[src/rtl/atr_pkg.sv]
package atr_pkg;

    typedef enum logic [3:0] {
        S_IDLE,
        S_TS,
        S_T0,
        S_TA,
        S_TB,
        S_TC,
        S_TD,
        S_HIST,
        S_TCK,
        S_DONE
    } atr_state_e;

    // Rate-adjustment factor for a 4-bit code, 0 for reserved codes
    function automatic logic [6:0] d_factor(input logic [3:0] code);
        logic [6:0] f;
        case (code)
            4'd1:    f = 7'd1;
            4'd2:    f = 7'd2;
            4'd3:    f = 7'd4;
            4'd4:    f = 7'd8;
            4'd5:    f = 7'd16;
            4'd10:   f = 7'd2;
            4'd11:   f = 7'd4;
            4'd12:   f = 7'd8;
            4'd13:   f = 7'd16;
            4'd14:   f = 7'd32;
            4'd15:   f = 7'd64;
            default: f = 7'd0;
        endcase
        return f;
    endfunction

    // First announced group at or after position 'from' (0=A .. 3=D)
    function automatic atr_state_e next_iface(input logic [3:0] ind,
                                              input logic [1:0] from,
                                              input logic       hist_zero);
        atr_state_e r;
        r = hist_zero ? S_TCK : S_HIST;
        for (int i = 3; i >= 0; i--) begin
            if (i >= int'(from) && ind[i]) begin
                case (i)
                    0:       r = S_TA;
                    1:       r = S_TB;
                    2:       r = S_TC;
                    default: r = S_TD;
                endcase
            end
        end
        return r;
    endfunction

endpackage

[src/rtl/atr_buffer.sv]
module atr_buffer #(
    parameter int DEPTH  = 64,
    parameter int DATA_W = 8,
    localparam int ADDR_W = $clog2(DEPTH)
) (
    input  logic              clk,
    input  logic              rst_n,
    input  logic              clr,
    input  logic              wr_en,
    input  logic [ADDR_W-1:0] wr_addr,
    input  logic [DATA_W-1:0] wr_data,
    input  logic [ADDR_W-1:0] rd_addr,
    output logic [DATA_W-1:0] rd_data
);

    logic [DEPTH-1:0][DATA_W-1:0] cells;

    for (genvar g = 0; g < DEPTH; g++) begin : g_cell
        logic [DATA_W-1:0] cell_q;
        always_ff @(posedge clk or negedge rst_n) begin
            if (!rst_n)
                cell_q <= '0;
            else if (clr)
                cell_q <= '0;
            else if (wr_en && wr_addr == ADDR_W'(g))
                cell_q <= wr_data;
        end
        assign cells[g] = cell_q;
    end

    assign rd_data = cells[rd_addr];

    // a clear leaves the addressed entry empty
    p_clear_empty_r2: assert property (@(posedge clk) disable iff (!rst_n)
        (clr && !wr_en) |=> (rd_data == '0 || $changed(rd_addr)));

endmodule

[src/rtl/atr_wtime.sv]
module atr_wtime #(
    parameter int WT_W = 24,
    parameter int WI_W = 8
) (
    input  logic            clk,
    input  logic            rst_n,
    input  logic            clr,
    input  logic            load,
    input  logic [3:0]      di_code,
    input  logic [WI_W-1:0] wi,
    output logic [WT_W-1:0] wait_time
);
    import atr_pkg::*;

    localparam int ETU_BASE = 960;

    logic [WT_W-1:0] product;
    logic [WT_W-1:0] wt_q;

    always_comb begin
        product = WT_W'(ETU_BASE) * WT_W'(d_factor(di_code)) * WT_W'(wi);
    end

    always_ff @(posedge clk or negedge rst_n) begin
        if (!rst_n)
            wt_q <= '0;
        else if (clr)
            wt_q <= '0;
        else if (load)
            wt_q <= product;
    end

    assign wait_time = wt_q;

    // the value only moves at a completion or a new answer
    p_wt_hold_r8: assert property (@(posedge clk) disable iff (!rst_n)
        (!load && !clr) |=> $stable(wait_time));

endmodule

[src/rtl/atr_ctrl.sv]
module atr_ctrl #(
    parameter int DEPTH      = 64,
    parameter int WI_DEFAULT = 10,
    localparam int IDX_W  = $clog2(DEPTH + 1),
    localparam int ADDR_W = $clog2(DEPTH)
) (
    input  logic              clk,
    input  logic              rst_n,
    input  logic              card_rst_n,
    input  logic              byte_valid,
    input  logic [7:0]        byte_data,
    output logic              active,
    output logic              done,
    output logic [IDX_W-1:0]  count,
    output logic              overflow,
    output logic [7:0]        wi,
    output logic              wr_en,
    output logic [ADDR_W-1:0] wr_addr,
    output logic              clr,
    output logic              load
);
    import atr_pkg::*;

    atr_state_e       state_q, state_d;
    logic [3:0]       ind_q, ind_d;
    logic [3:0]       tdlo_q, tdlo_d;
    logic [3:0]       hist_q, hist_d;
    logic [IDX_W-1:0] count_q, count_d;
    logic             ovf_q, ovf_d;
    logic [7:0]       wi_q, wi_d;
    logic             done_q, done_d;
    logic             accept;

    // Next-state and datapath selection
    always_comb begin
        state_d = state_q;
        ind_d   = ind_q;
        tdlo_d  = tdlo_q;
        hist_d  = hist_q;
        count_d = count_q;
        ovf_d   = ovf_q;
        wi_d    = wi_q;
        done_d  = 1'b0;
        clr     = 1'b0;
        load    = 1'b0;
        wr_en   = 1'b0;
        accept  = 1'b0;
        if (!card_rst_n) begin
            state_d = S_IDLE;
        end else if (state_q == S_IDLE) begin
            state_d = S_TS;
            clr     = 1'b1;
            ind_d   = '0;
            tdlo_d  = '0;
            hist_d  = '0;
            count_d = '0;
            ovf_d   = 1'b0;
            wi_d    = 8'(WI_DEFAULT);
        end else if (byte_valid && state_q != S_DONE &&
                     !(state_q == S_TS && byte_data == 8'h00)) begin
            accept = 1'b1;
            if (count_q < IDX_W'(DEPTH)) begin
                wr_en   = 1'b1;
                count_d = count_q + 1'b1;
            end else begin
                ovf_d = 1'b1;
            end
            unique case (state_q)
                S_TS: state_d = S_T0;
                S_T0: begin
                    ind_d   = byte_data[7:4];
                    tdlo_d  = 4'h0;
                    hist_d  = byte_data[3:0];
                    state_d = next_iface(byte_data[7:4], 2'd0, byte_data[3:0] == 4'h0);
                end
                S_TA: state_d = next_iface(ind_q, 2'd1, hist_q == 4'h0);
                S_TB: state_d = next_iface(ind_q, 2'd2, hist_q == 4'h0);
                S_TC: begin
                    if (tdlo_q == 4'h2)
                        wi_d = byte_data;
                    state_d = next_iface(ind_q, 2'd3, hist_q == 4'h0);
                end
                S_TD: begin
                    ind_d   = byte_data[7:4];
                    tdlo_d  = byte_data[3:0];
                    state_d = next_iface(byte_data[7:4], 2'd0, hist_q == 4'h0);
                end
                S_HIST: begin
                    hist_d  = hist_q - 4'h1;
                    state_d = (hist_q == 4'h1) ? S_TCK : S_HIST;
                end
                S_TCK: begin
                    state_d = S_DONE;
                    done_d  = 1'b1;
                    load    = 1'b1;
                end
                default: state_d = state_q;
            endcase
        end
    end

    // State register
    always_ff @(posedge clk or negedge rst_n) begin
        if (!rst_n) begin
            state_q <= S_IDLE;
            ind_q   <= '0;
            tdlo_q  <= '0;
            hist_q  <= '0;
            count_q <= '0;
            ovf_q   <= 1'b0;
            wi_q    <= 8'(WI_DEFAULT);
            done_q  <= 1'b0;
        end else begin
            state_q <= state_d;
            ind_q   <= ind_d;
            tdlo_q  <= tdlo_d;
            hist_q  <= hist_d;
            count_q <= count_d;
            ovf_q   <= ovf_d;
            wi_q    <= wi_d;
            done_q  <= done_d;
        end
    end

    // Outputs
    always_comb begin
        active   = (state_q != S_IDLE) && (state_q != S_DONE);
        done     = done_q;
        count    = count_q;
        overflow = ovf_q;
        wi       = wi_q;
        wr_addr  = count_q[ADDR_W-1:0];
    end

    p_idle_r1: assert property (@(posedge clk) disable iff (!rst_n)
        !card_rst_n |=> (!active && $stable(count)));

    p_start_clear_r2: assert property (@(posedge clk) disable iff (!rst_n)
        (state_q == S_IDLE && card_rst_n) |=>
            (count == '0 && !overflow && wi == 8'(WI_DEFAULT) && state_q == S_TS));

    p_zero_ts_r3: assert property (@(posedge clk) disable iff (!rst_n)
        (state_q == S_TS && card_rst_n && byte_valid && byte_data == 8'h00) |=>
            (state_q == S_TS && $stable(count)));

    p_no_overflow_r10: assert property (@(posedge clk) disable iff (!rst_n)
        count <= IDX_W'(DEPTH));

    p_ovf_sticky_r10: assert property (@(posedge clk) disable iff (!rst_n)
        (overflow && state_q != S_IDLE) |=> overflow);

    p_done_pulse_r11: assert property (@(posedge clk) disable iff (!rst_n)
        done |=> !done);

    p_after_done_r11: assert property (@(posedge clk) disable iff (!rst_n)
        (state_q == S_DONE && card_rst_n) |=> ($stable(count) && !done));

    p_hold_r12: assert property (@(posedge clk) disable iff (!rst_n)
        (!byte_valid && state_q != S_IDLE) |=> $stable(count));

    p_accept_writes_r9: assert property (@(posedge clk) disable iff (!rst_n)
        (wr_en && !accept) |-> 1'b0);

endmodule

[src/rtl/atr_parser.sv]
module atr_parser #(
    parameter int DEPTH      = 64,
    parameter int WT_W       = 24,
    parameter int WI_DEFAULT = 10
) (
    input  logic                       clk,
    input  logic                       rst_n,
    input  logic                       card_rst_n,
    input  logic                       byte_valid,
    input  logic [7:0]                 byte_data,
    input  logic [3:0]                 di_code,
    input  logic [$clog2(DEPTH)-1:0]   rd_addr,
    output logic                       atr_active,
    output logic                       atr_done,
    output logic [$clog2(DEPTH+1)-1:0] byte_count,
    output logic                       overflow,
    output logic [7:0]                 wi_value,
    output logic [WT_W-1:0]            wait_time,
    output logic [7:0]                 rd_data
);

    localparam int ADDR_W = $clog2(DEPTH);

    logic              wr_en;
    logic [ADDR_W-1:0] wr_addr;
    logic              clr;
    logic              load;

    atr_ctrl #(
        .DEPTH      (DEPTH),
        .WI_DEFAULT (WI_DEFAULT)
    ) u_ctrl (
        .clk        (clk),
        .rst_n      (rst_n),
        .card_rst_n (card_rst_n),
        .byte_valid (byte_valid),
        .byte_data  (byte_data),
        .active     (atr_active),
        .done       (atr_done),
        .count      (byte_count),
        .overflow   (overflow),
        .wi         (wi_value),
        .wr_en      (wr_en),
        .wr_addr    (wr_addr),
        .clr        (clr),
        .load       (load)
    );

    atr_buffer #(
        .DEPTH  (DEPTH),
        .DATA_W (8)
    ) u_buf (
        .clk     (clk),
        .rst_n   (rst_n),
        .clr     (clr),
        .wr_en   (wr_en),
        .wr_addr (wr_addr),
        .wr_data (byte_data),
        .rd_addr (rd_addr),
        .rd_data (rd_data)
    );

    atr_wtime #(
        .WT_W (WT_W),
        .WI_W (8)
    ) u_wt (
        .clk       (clk),
        .rst_n     (rst_n),
        .clr       (clr),
        .load      (load),
        .di_code   (di_code),
        .wi        (wi_value),
        .wait_time (wait_time)
    );

endmodule

[config.mk]
export PLATFORM = sky130hd
export DESIGN_NAME = atr_parser
export DESIGN_NICKNAME = d
export VERILOG_FILES = /design/src/rtl/atr_pkg.sv /design/src/rtl/atr_buffer.sv /design/src/rtl/atr_wtime.sv /design/src/rtl/atr_ctrl.sv /design/src/rtl/atr_parser.sv
export SDC_FILE = /design/constraint.sdc
export NUM_CORES = 1
export LEC_CHECK = 0
export BUFFER_PORTS_ARGS = -buffer_cell sky130_fd_sc_hd__buf_2
export CAP_MARGIN = 15
export CORE_MARGIN = 2
export CORE_UTILIZATION = 30
export CTS_CLUSTER_DIAMETER = 40
export DETAILED_ROUTE_END_ITERATION = 10
export HOLD_SLACK_MARGIN = 0.05
export PLACE_DENSITY_LB_ADDON = 0.1
export SETUP_SLACK_MARGIN = 0.2
export SLEW_MARGIN = 10
export SYNTH_ARGS = -nofsm -noshare
export SYNTH_HDL_FRONTEND = slang
export SYNTH_SLANG_ARGS = --single-unit
[constraint.sdc]
create_clock -name clk -period 8.7 [get_ports clk]
set_clock_uncertainty 0.1 [all_clocks]
set_input_delay 1.74 -clock clk [delete_from_list [all_inputs] [get_ports clk]]
set_output_delay 1.74 -clock clk [all_outputs]
set_load 0.03 [all_outputs]
==> results.toml <==
[synth]
synth_compound_area_share_pct = 11.7
synth_edf_count = 0
avgSynthCellArea_um2 = 10.8
ys_warn_count = 0
synth_mux_area_share_pct = 12.9
ys_types = 67
synthSimpleGateAreaFrac_pct = 14.9
syn_area_um2 = 29400
yosysSeqAreaShare_pct = 47.9
syn_inst = 2716
synth-seq-cells = 562
synth_xor_area_share_pct = 0.775
synthAdderAreaFrac_pct = 6.79
async_flop_share_pct = 100
synth_ff_type = "dfrtp_1"
synth_top_family_by_area = "simple AND/OR/NAND/NOR gates"

[route]
wl_per_cell_um = 22.6
drt_pass1_iterations = 5
routed_wl_mm = 92.2
antenna_left = 0
dr_total_vias = 21550
route.detailed.drc = 0
via_per_inst = 5.28
drtIter0Drc = 1450

[worst_setup_path]
critPathRequiredTime_ns = 9.12
crit_path_end_kind = "flip-flop"
cp_slowest_cell = "fa_1"
max_stage_delay_ns = 0.52
critPathBufInv = 8
path_class = "in2reg"
crit_fanout = 5
critical_path.top_delay_family = "adder cells"
cpMostUsedCell = "fa_1"
startpoint_type = "primary input"
cp.arrival_ns = 8.57

[timing]
fin_crit_ns = 8.15
worst_pin_slew_ns = 1.15
slew_violations = 0
rsz0062_at_grt = "no"
maxSlewHeadroom_pct = 23.0
period_share_pct = 93.7
holdWs_ns = 0.378
hold_viol_final = 0
finalSetupViolCount = 0
max_freq_mhz = 123

[global_routing]
first_global_vias = 21908
grt_pass1_wl_mm = 141
grt_start_max_net_pins = 192
grt_overflow = 0
grt_antenna_before_repair = 3
grt_use_total_pct = 18.6

[power]
internal_power_mw = 6.20
p_seq_share_pct = 31.4
combPwrFrac_pct = 15.8
p_leak_nw = 15.4
peakVddDrop_mv = 0.185
power_density_nw_per_um2 = 254
p_sw_mw = 2.71
switching_share_pct = 30.4
pwr-share-clk_pct = 52.8

[finish]
fin_util_pct = 36.2
syn2layout_area_growth_pct = 19.2
fin_nets = 2854
n_fill_cell = 9507
insertedDiodeCount = 0
drive_gt1_share_pct = 19.8

[clock_network]
cts_made_buffers = 111
clk-insertion-delay-late_ns = 0.68
htreeDepth = 3
cts_tree = "built"
clkTransAtPathRegs_ns = 0.05
clock-sinks = 562
cts_setup_buffers = 0
cts_max_path_buffers = 3
clock-root-buffer = "clkbuf_16"
hold_buffers = 0

[die]
fp.dieW_um = 317
dieHeight_um = 317
initial_utilization_pct = 30.3
die_area_um2 = 100000
io_pins = 72
core_area_um2 = 96900
row_count = 114

[run_status]
outcome = "completed"

[min_path]
min-delay-path-class = "reg2reg"

[placement]
io_buffers = 65
place.gp.congestion = 0.792
dp_hpwl_mm = 57.5

[flow_run]
drv_cap = 0
==> stage by stage <==
step                      setup WS (ns)   TNS, ns  instances  area, um2  total power, mW
after CTS                         0.511         0       4082      35000             9.02
final                             0.549         0       4083      35000             8.91
after global placement         -0.00725  -0.00788       3873      30800             4.23
after floorplan                   0.223         0       2721      29400             3.73
after detailed placement         -0.164    -0.559       3873      30800             4.25
after global routing              0.201         0       4083      35000             9.27
==> worst paths after layout <==
path / start / cells past startpoint / endpoint / slack [ns]
max: di_code[0] / 28 / u_wt.wait_time[23]$_DFFE_PN0P_ / 0.55
min: u_ctrl.tdlo_q[1]$_DFFE_PN0P_ / 2 / u_ctrl.tdlo_q[1]$_DFFE_PN0P_ / 0.38
max reg2reg: u_ctrl.wi[2]$_DFFE_PN0P_ / 14 / u_wt.wait_time[20]$_DFFE_PN0P_ / 3.93
min reg2reg: u_ctrl.tdlo_q[1]$_DFFE_PN0P_ / 2 / u_ctrl.tdlo_q[1]$_DFFE_PN0P_ / 0.38
max in group asynchronous: rst_n / 2 / u_buf.g_cell[5].cell_q[3]$_DFFE_PN0P_ / 6.07
min in group asynchronous: rst_n / 1 / u_buf.g_cell[44].cell_q[0]$_DFFE_PN0P_ / 0.93
==> registers in the layout, summed over array words and instances (netlist names) <==
register / cells
u_ctrl.tdlo_q: 4
u_ctrl.count: 7
u_ctrl.overflow: 1
u_ctrl.hist_q: 4
u_ctrl.done: 1
u_ctrl.wi: 8
u_ctrl.ind_q: 3
u_ctrl.state_q: 4
u_wt.wait_time: 18
u_buf.g_cell.cell_q: 512
==> logic make-up after synthesis <==
kind of cell               count (synthesis)
AOI/OAI and AO/OA                        642
xor gates and xnor gates                  26
DFF                                      562
muxes                                    169
other                                      1
buffers and inverters                    348
adders and majority gates                121
and+or+nand+nor                          847
==> placed cells by master (no fill, tap or decap), types with 7 or more instances in the layout <==
cell type | netlist | routed
dfrtp_1 | 560 | 560
nand3_1 | 528 | 528
o21ai_0 | 524 | 523
mux4_2 | 168 | 168
clkbuf_16 | 0 | 112
inv_1 | 102 | 102
nand2_1 | 93 | 85
and2_1 | 77 | 77
fa_1 | 64 | 64
buf_2 | 62 | 62
ha_1 | 57 | 57
buf_4 | 25 | 51
nand2_2 | 36 | 43
nor2_1 | 34 | 33
a21oi_1 | 26 | 25
o21ai_1 | 21 | 22
bufinv_16 | 0 | 22
a22o_1 | 17 | 17
clkinvlp_4 | 0 | 17
nor2b_1 | 16 | 16
clkbuf_8 | 0 | 16
xnor2_1 | 16 | 14
nand2b_1 | 12 | 12
clkinv_2 | 0 | 12
nor3_1 | 11 | 11
xor2_1 | 10 | 9
inv_6 | 0 | 9
clkinv_4 | 0 | 9
clkbuf_1 | 147 | 8
a21o_1 | 7 | 7
==> metal layers <==
metal  vias to the layer above  wire (um)  GRT usage, %
met2                       432      44200          30.4
met5                         -          0             0
li1                       9834          -             -
met1                     11153      42500          25.8
met3                       131       3230          2.71
met4                         0       2190          5.18
==> timing repair <==
action                                  in CTS  in global routing
endpoints found under the setup margin       0                  4
gates resized for setup                      0                  5
hold endpoints to repair                     0                  0
==> tightest hold or removal path, delay by kind of cell, from the launching register on <==
family,cells,cell delay (ns)
DFF,1,0.34
AOI/OAI and AO/OA,1,0.06
and+or+nand+nor,1,0.05
==> Yosys cell counts, drive strengths merged (16+ instances only) <==
library cell	instances	share of area, %
o21ai	545	9.3
nand2	129	2.0
inv	102	1.3
xnor2	16	0.48
a22o	17	0.51
clkbuf	147	1.9
mux4	168	13
a21oi	26	0.44
fa	64	4.4
dfrtp	560	48
ha	57	2.4
nand3	528	9.0
nor2	36	0.48
and2	77	1.6
buf	98	1.9
nor2b	16	0.34
==> power groups by stage <==
| stage | combinational [mW] | clock, mW | sequential [mW] |
|---|---|---|---|
| floorplan | 0.919 | 0 | 2.82 |
| global placement | 1.39 | 0 | 2.83 |
| detailed placement | 1.41 | 0 | 2.84 |
| CTS | 1.42 | 4.80 | 2.80 |
| global route | 1.54 | 4.93 | 2.81 |
| finish | 1.40 | 4.70 | 2.80 |
==> final cells by class <==
type                       instances  area, um2  area share [%]
clock buffer                     136       3050            8.72
sequential                       562      14100            40.2
inverter                         103        387            1.10
clock inverter                    73       1120            3.19
multi-input combinational       1811      13900            39.8
tap                             1276       1600            4.56
timing repair buffer             122        862            2.46
(Power assumes the default switching activity.)
